--- src/rtl/fetch_pkg.sv ---
package fetch_pkg;
  // Strobes issued by the fetch control to the fetch datapath.
  typedef struct packed {
    logic clearAll;    // synchronous reset of PC and fetch/decode register
    logic takeTarget;  // load the branch target instead of PC+step
  } fetchCtrl_t;
endpackage

--- src/rtl/fetch_target_adder.sv ---
module fetch_target_adder #(
  parameter int ADDR_W = 32,
  parameter int IMM_W  = 16
) (
  input  logic [ADDR_W-1:0] basePc,
  input  logic [IMM_W-1:0]  wordOffset,
  output logic [ADDR_W-1:0] target
);
  localparam int EXT_W = ADDR_W - IMM_W;

  logic [ADDR_W-1:0] extOffset;

  always_comb begin
    extOffset = {{EXT_W{wordOffset[IMM_W-1]}}, wordOffset};
    target    = basePc + (extOffset << 2);
  end
endmodule

--- src/rtl/fetch_ctrl.sv ---
module fetch_ctrl
  import fetch_pkg::*;
(
  input  logic       clk,
  input  logic       rst,
  input  logic       brTaken,
  output fetchCtrl_t ctrl
);
  always_comb begin
    ctrl.clearAll   = rst;
    ctrl.takeTarget = brTaken && !rst;
  end

  AST_STROBE_EXCL: assert property (@(posedge clk)
    $onehot0({ctrl.clearAll, ctrl.takeTarget}));
endmodule

--- src/rtl/fetch_datapath.sv ---
module fetch_datapath
  import fetch_pkg::*;
#(
  parameter int ADDR_W   = 32,
  parameter int INSTR_W  = 32,
  parameter int PC_STEP  = 4,
  parameter int RESET_PC = 0
) (
  input  logic               clk,
  input  logic               rst,
  input  fetchCtrl_t         ctrl,
  input  logic [ADDR_W-1:0]  brTarget,
  input  logic [INSTR_W-1:0] imemData,
  output logic [ADDR_W-1:0]  pcOut,
  output logic [INSTR_W-1:0] ifInstr,
  output logic [ADDR_W-1:0]  ifPcPlus4
);
  localparam logic [ADDR_W-1:0] STEP    = ADDR_W'(PC_STEP);
  localparam logic [ADDR_W-1:0] PC_INIT = ADDR_W'(RESET_PC);

  logic [ADDR_W-1:0]  pcQ;
  logic [ADDR_W-1:0]  pcInc;
  logic [ADDR_W-1:0]  pcNext;
  logic [INSTR_W-1:0] instrQ;
  logic [ADDR_W-1:0]  incQ;

  always_comb begin
    pcInc  = pcQ + STEP;
    pcNext = ctrl.takeTarget ? brTarget : pcInc;
  end

  always_ff @(posedge clk) begin
    if (ctrl.clearAll) begin
      pcQ    <= PC_INIT;
      instrQ <= '0;
      incQ   <= '0;
    end else begin
      pcQ    <= pcNext;
      instrQ <= imemData;
      incQ   <= pcInc;
    end
  end

  assign pcOut     = pcQ;
  assign ifInstr   = instrQ;
  assign ifPcPlus4 = incQ;

  AST_RESET_STATE: assert property (@(posedge clk)
    rst |=> (pcOut == PC_INIT && ifInstr == '0 && ifPcPlus4 == '0));
  AST_PC_STEP: assert property (@(posedge clk) disable iff (rst)
    !ctrl.takeTarget |=> pcOut == $past(pcOut) + STEP);
  AST_IFID_CAPTURE: assert property (@(posedge clk) disable iff (rst)
    !rst |=> (ifInstr == $past(imemData) && ifPcPlus4 == $past(pcOut) + STEP));
  AST_PC_TARGET: assert property (@(posedge clk) disable iff (rst)
    ctrl.takeTarget |=> pcOut == $past(brTarget));
endmodule

--- src/rtl/fetch_unit.sv ---
module fetch_unit
  import fetch_pkg::*;
#(
  parameter int ADDR_W   = 32,
  parameter int INSTR_W  = 32,
  parameter int IMM_W    = 16,
  parameter int PC_STEP  = 4,
  parameter int RESET_PC = 0
) (
  input  logic               clk,
  input  logic               rst,
  output logic [ADDR_W-1:0]  imemAddr,
  input  logic [INSTR_W-1:0] imemData,
  input  logic               brTaken,
  input  logic [ADDR_W-1:0]  brTarget,
  input  logic [ADDR_W-1:0]  exPcPlus4,
  input  logic [IMM_W-1:0]   exImm,
  output logic [ADDR_W-1:0]  exTarget,
  output logic [INSTR_W-1:0] ifInstr,
  output logic [ADDR_W-1:0]  ifPcPlus4
);
  fetchCtrl_t ctrl;

  fetch_ctrl u_ctrl (
    .clk     (clk),
    .rst     (rst),
    .brTaken (brTaken),
    .ctrl    (ctrl)
  );

  fetch_datapath #(
    .ADDR_W   (ADDR_W),
    .INSTR_W  (INSTR_W),
    .PC_STEP  (PC_STEP),
    .RESET_PC (RESET_PC)
  ) u_dp (
    .clk       (clk),
    .rst       (rst),
    .ctrl      (ctrl),
    .brTarget  (brTarget),
    .imemData  (imemData),
    .pcOut     (imemAddr),
    .ifInstr   (ifInstr),
    .ifPcPlus4 (ifPcPlus4)
  );

  fetch_target_adder #(
    .ADDR_W (ADDR_W),
    .IMM_W  (IMM_W)
  ) u_tgt (
    .basePc     (exPcPlus4),
    .wordOffset (exImm),
    .target     (exTarget)
  );
endmodule

--- config.mk ---
export PLATFORM = sky130hd
export DESIGN_NAME = fetch_unit
export DESIGN_NICKNAME = d
export VERILOG_FILES = /design/src/rtl/fetch_pkg.sv /design/src/rtl/fetch_target_adder.sv /design/src/rtl/fetch_ctrl.sv /design/src/rtl/fetch_datapath.sv /design/src/rtl/fetch_unit.sv
export SDC_FILE = /design/constraint.sdc
export NUM_CORES = 1
export LEC_CHECK = 0
export BUFFER_PORTS_ARGS = -buffer_cell sky130_fd_sc_hd__buf_2
export CORE_UTILIZATION = 30
export DETAILED_ROUTE_END_ITERATION = 10
export SYNTH_ARGS = -nofsm -noshare
export SYNTH_HDL_FRONTEND = slang
export SYNTH_SLANG_ARGS = --single-unit
--- constraint.sdc ---
create_clock -name clk -period 2.59 [get_ports clk]
set_clock_uncertainty 0.1 [all_clocks]
set_input_delay 0 -clock clk [delete_from_list [all_inputs] [get_ports clk]]
set_output_delay 0 -clock clk [all_outputs]
set_load 0.02 [all_outputs]
Yosys cells after proc, flatten, opt, wreduce, memory -nomap -nowiden
Cells that the tools add are included.
- register bits after elaboration: 96
- latch bits: 0
- RAM bits: 0
- bits in read-only memories: 0
- input port bits: 115
- word-level logic and storage cells: 8
- memories kept: 0
- $add $sub $neg: 2
- multiply operators: 0
- divide/modulo/power cells: 0
- magnitude comparators: 0
- equality and inequality tests: 0
- shift operators: 0
- mux-type cells: 1
- bitwise gates (word level): 0
- reductions and logical operators: 2
- operators by type and width (kind ; number):
    adder 32 x 3 -> 32 bit (second input constant) ; 1
    adder 32 bit ; 1
    2-to-1 mux 32 bit ; 1
    logical AND 1 bit ; 1
    logical NOT 1 bit ; 1

Longest topological paths before layout
- depth after elaboration: 3
- mapped depth: 9
- gate-level depth less buffers: 9

Cells and area by module
From an unflattened synthesis, not the netlist that was laid out.
- cell total of the unflattened synthesis: 612
- area total of the unflattened synthesis: 5282.6 µm²
- by module, submodules not included (module ; instances ; cells each ; area an instance (µm²)):
    fetch_datapath ; 1 ; 336 ; 3354.5
    fetch_target_adder ; 1 ; 274 ; 1906.8
    fetch_ctrl ; 1 ; 2 ; 21.3

Worst setup path before layout
Ideal clock, no wire load.
- kind: input-to-output
- start: input port exPcPlus4[2]
- end: output port exTarget[28]
- arrival time: 2089 ps
- required time: 2490 ps
- path slack: 401 ps
- stages on the path: 9
- buffers on the path: 0
- cell sequence: ha_1 > inv_1 > fa_1 > nand2b_1 > a21oi_1 > o21ai_0 > o22ai_1 > a2111oi_0 > a311oi_1
- word-level cells in the longest chain between the ends: 1
- RTL lines (element ; RTL line ; source):
    start, declared ; fetch_unit.sv:16 ; input logic [ADDR_W-1:0] exPcPlus4,
    adder 32 bit ; fetch_target_adder.sv:15 ; target = basePc + (extOffset << 2);
    end, declared ; fetch_unit.sv:18 ; output logic [ADDR_W-1:0] exTarget,
No other way between the ends.

Worst setup path after layout
- start: input port exImm[15]
- end: output port exTarget[27]
- word-level cells in the longest chain between the ends: 1
- RTL lines (element ; RTL line ; source):
    start, declared ; fetch_unit.sv:17 ; input logic [IMM_W-1:0] exImm,
    adder 32 bit ; fetch_target_adder.sv:15 ;
No other way between the ends.

==> run summary <==
DP HPWL -> 11.8 mm
I/O Buffers -> 238
Synth top cells by count -> 96 x dfxtp_1, 80 x nor2_1, 40 x nor2b_1
Pwr Density -> 553 mW/mm^2
iteration-0 DRC count of the detailed router -> 258
Startpoint Class -> primary input
final period utilization -> 95.5%
Worst EP required -> 2.49 ns
crit-path max cell delay -> 0.41 ns
fmax -> 404 MHz
RSZ-0062 raised after global routing -> no
wire per inst -> 14.1 um
leakage -> 3.55 nW
top-area cell type share of the netlist area -> 37.3%
crit-path max FO -> 15
die area -> 0.0177 sq mm
Total Routed Length -> 15.7 mm
critical path class -> primary input to output pin
CTS Sinks -> 96
DRC Markers -> 0
post-route ant nets -> 0
Least-Margin Pin Slew -> 0.453 ns
Synth area leaders -> dfxtp_1 37%, ha_1 7.3%, nor2_1 5.8%, xnor2_1 4.9%, nor2b_1 4.9%
First-pass DRT Iterations -> 4
#FFs+latches synth -> 96
Mean Syn Cell Area -> 8.74 sq um
dpl cell area -> 0.00654 sq mm
Clock Path Buffers -> 2
most common cell in the netlist -> dfxtp_1
pre-CTS WS -> 0.164 ns
Final Critical Period -> 2.47 ns
Skew-Pair Late Insertion Delay -> 0.34 ns
Worst Setup SP -> exImm[15]
Final Util -> 45.2%
RePlAce Congestion -> 0.886
Sw Pwr -> 1.40 mW
Die Y -> 133 um
failing checks -> hold timing
part of the power in combinational logic -> 30.3%
post-synthesis sequential area ratio -> 37.3%
count of final max-slew check failures -> 0
Initial Util -> 30.9%
antenna cell count -> 0
largest net degree at the start of global routing -> 48
gr ovfl total -> 0
internal power -> 2.76 mW
# placed instances -> 1,028
async set-or-reset flop fraction in the synthesized netlist -> 0%
Root Driver -> clkbuf_16
Via density -> 4.73
Net Sw Frac -> 33.6%
Post-Syn Area -> 0.00515 sq mm
core area -> 0.0166 sq mm
R2R cell count -> 6
Synth Net Count -> 735
number of hold violations in the final report -> 1
Worst slew margin -> 69.0%
global-route wire length before repair -> 24.7 mm
CP Cell Sequence -> buf_2 -> ha_1 -> a21oi_1 -> o21ai_1 -> a41o_1 -> a211oi_2 -> nand2_1 -> o311ai_1 -> buf_2
CP Capture Point -> exTarget[27]
setup slack, reg-to-reg -> 0.36 ns
CP Capture Type -> output pin
H-Tree Depth -> 3
GRT Overall Usage -> 17.4%
Mapped Cells -> 589
hold_ws -> -0.00514 ns
Reg clk slew, reported paths -> 0.07 ns
Syn-to-layout area delta -> 46.2%
Hold Path Class -> primary input to register
CTS tree -> done
Yosys top cell by area -> dfxtp_1
CP dominant cell by count -> buf_2
Design Area, Final -> 0.00753 sq mm
share of cells above drive strength 1 -> 32.9%
DIE WIDTH -> 133 um
cts bufs inserted -> 9
status -> complete, but fails checks
Top FF cell, synth -> dfxtp_1
number of synthesized flops with an enable pin -> 0
worst vdd ir -> 0.377 mV
Crit Reg-Reg Startpoint -> u_dp.pcOut[2]$_SDFF_PP0_
total power -> 4.16 mW
max-cap violations -> 0
vias in the first global route -> 4,950
Reg-to-Reg End -> u_dp.pcOut[29]$_SDFF_PP0_
Final Non-Filler Cells -> 1,114
TNS Setup -> 0 ns
I/O pins -> 243
Setup WS post-layout -> 0.115 ns
sequential group share of total power -> 38.9%
vias -> 5,269
initial antenna violation count -> 0
standard-cell rows -> 47
Final #Nets -> 1,035
Synth warnings -> 0
Yosys cell types -> 58
Clk pwr share -> 30.7%
CP max-delay cell -> ha_1
Finish-stage setup viols -> 0
crit path DAT -> 2.37 ns
-- worst max-delay path, delay by kind of cell --
family | cells | cell delay [ns]
AO/OA/AOI/OAI | 5 | 1.28
buffers and inverters | 2 | 0.53
adder cells (fa/ha/maj) | 1 | 0.41
AND/OR/NAND/NOR | 1 | 0.15
-- what timing repair did --
item	in CTS	in global routing
resized for setup	0	3
setup endpoints to repair	0	3
endpoints found under the hold margin	66	0
hold buffers	68	0
setup buffers	0	2
-- flip-flops by register name, summed over array words and instances (netlist names) --
name	count
u_dp.ifPcPlus4	32
u_dp.pcOut	32
u_dp.ifInstr	32
-- power by group through the flow --
stage	sequential (mW)	clock (mW)	combinational (mW)
final	1.62	1.28	1.26
after global routing	1.63	1.37	1.37
after CTS	1.62	1.32	1.26
after detailed placement	1.65	0	1.16
after global placement	1.65	0	1.17
after floorplan	1.76	0	0.655
-- worst min-delay path by stage --
stage | startpoint | to | slack [ns] | cells past startpoint
after global placement | exPcPlus4[0] | exTarget[0] | -0.1 | 0
after detailed placement | exPcPlus4[0] | exTarget[0] | -0.1 | 0
after floorplan | exPcPlus4[0] | exTarget[0] | 0.01 | 1
final | brTaken | u_dp.pcOut[0]$_SDFFE_PP0P_ | -0.005 | 3
after global routing | brTaken | u_dp.pcOut[0]$_SDFFE_PP0P_ | 0.01 | 3
after CTS | brTaken | u_dp.pcOut[0]$_SDFFE_PP0P_ | 0.002 | 3
-- cells in the final DEF (no fill, tap or decap), types with 4 or more instances in the layout --
| cell type | n |
|---|---|
| nand2b_1 | 8 |
| clkbuf_16 | 9 |
| xnor2_1 | 29 |
| a21o_1 | 7 |
| inv_1 | 20 |
| o21a_1 | 5 |
| buf_2 | 238 |
| nand3_1 | 18 |
| dlygate4sd3_1 | 68 |
| o21ai_0 | 16 |
| nand4_1 | 13 |
| ha_1 | 30 |
| a211oi_1 | 21 |
| and2_1 | 5 |
| nor2_1 | 80 |
| xor2_1 | 23 |
| nor2b_1 | 40 |
| buf_4 | 16 |
| and4_1 | 5 |
| a21oi_1 | 32 |
| mux2_2 | 10 |
| dfxtp_1 | 96 |
| nand2_1 | 36 |
| nor3_1 | 4 |
-- metal layers --
layer / GRT usage [%] / wire [um] / share of wire (%)
met5: 0 / 0 / 0
met4: 6.32 / 346 / 2.2
met3: 3.91 / 1150 / 7.3
met2: 31.1 / 7570 / 48
met1: 20.3 / 6610 / 42
-- cell type report --
| cell class | instances | area [sq um] |
|---|---|---|
| multi-input combinational | 440 | 2980 |
| tap | 220 | 275 |
| clock buffer | 9 | 225 |
| clock inverter | 7 | 61.3 |
| fill | 1624 | 9110 |
| sequential | 96 | 1920 |
| inverter | 20 | 75.1 |
| timing repair buffer | 322 | 1990 |
-- cells by family after synthesis --
family / after synthesis / synth area share [%]
AO/OA/AOI/OAI: 118 / 15.4
XOR/XNOR: 52 / 8.85
adder cells (fa/ha/maj): 31 / 7.68
buffers and inverters: 53 / 5.01
flip-flops: 96 / 37.3
multiplexers: 13 / 2.77
AND/OR/NAND/NOR: 226 / 23.0
Note: power is estimated with default switching activity, not from simulation.
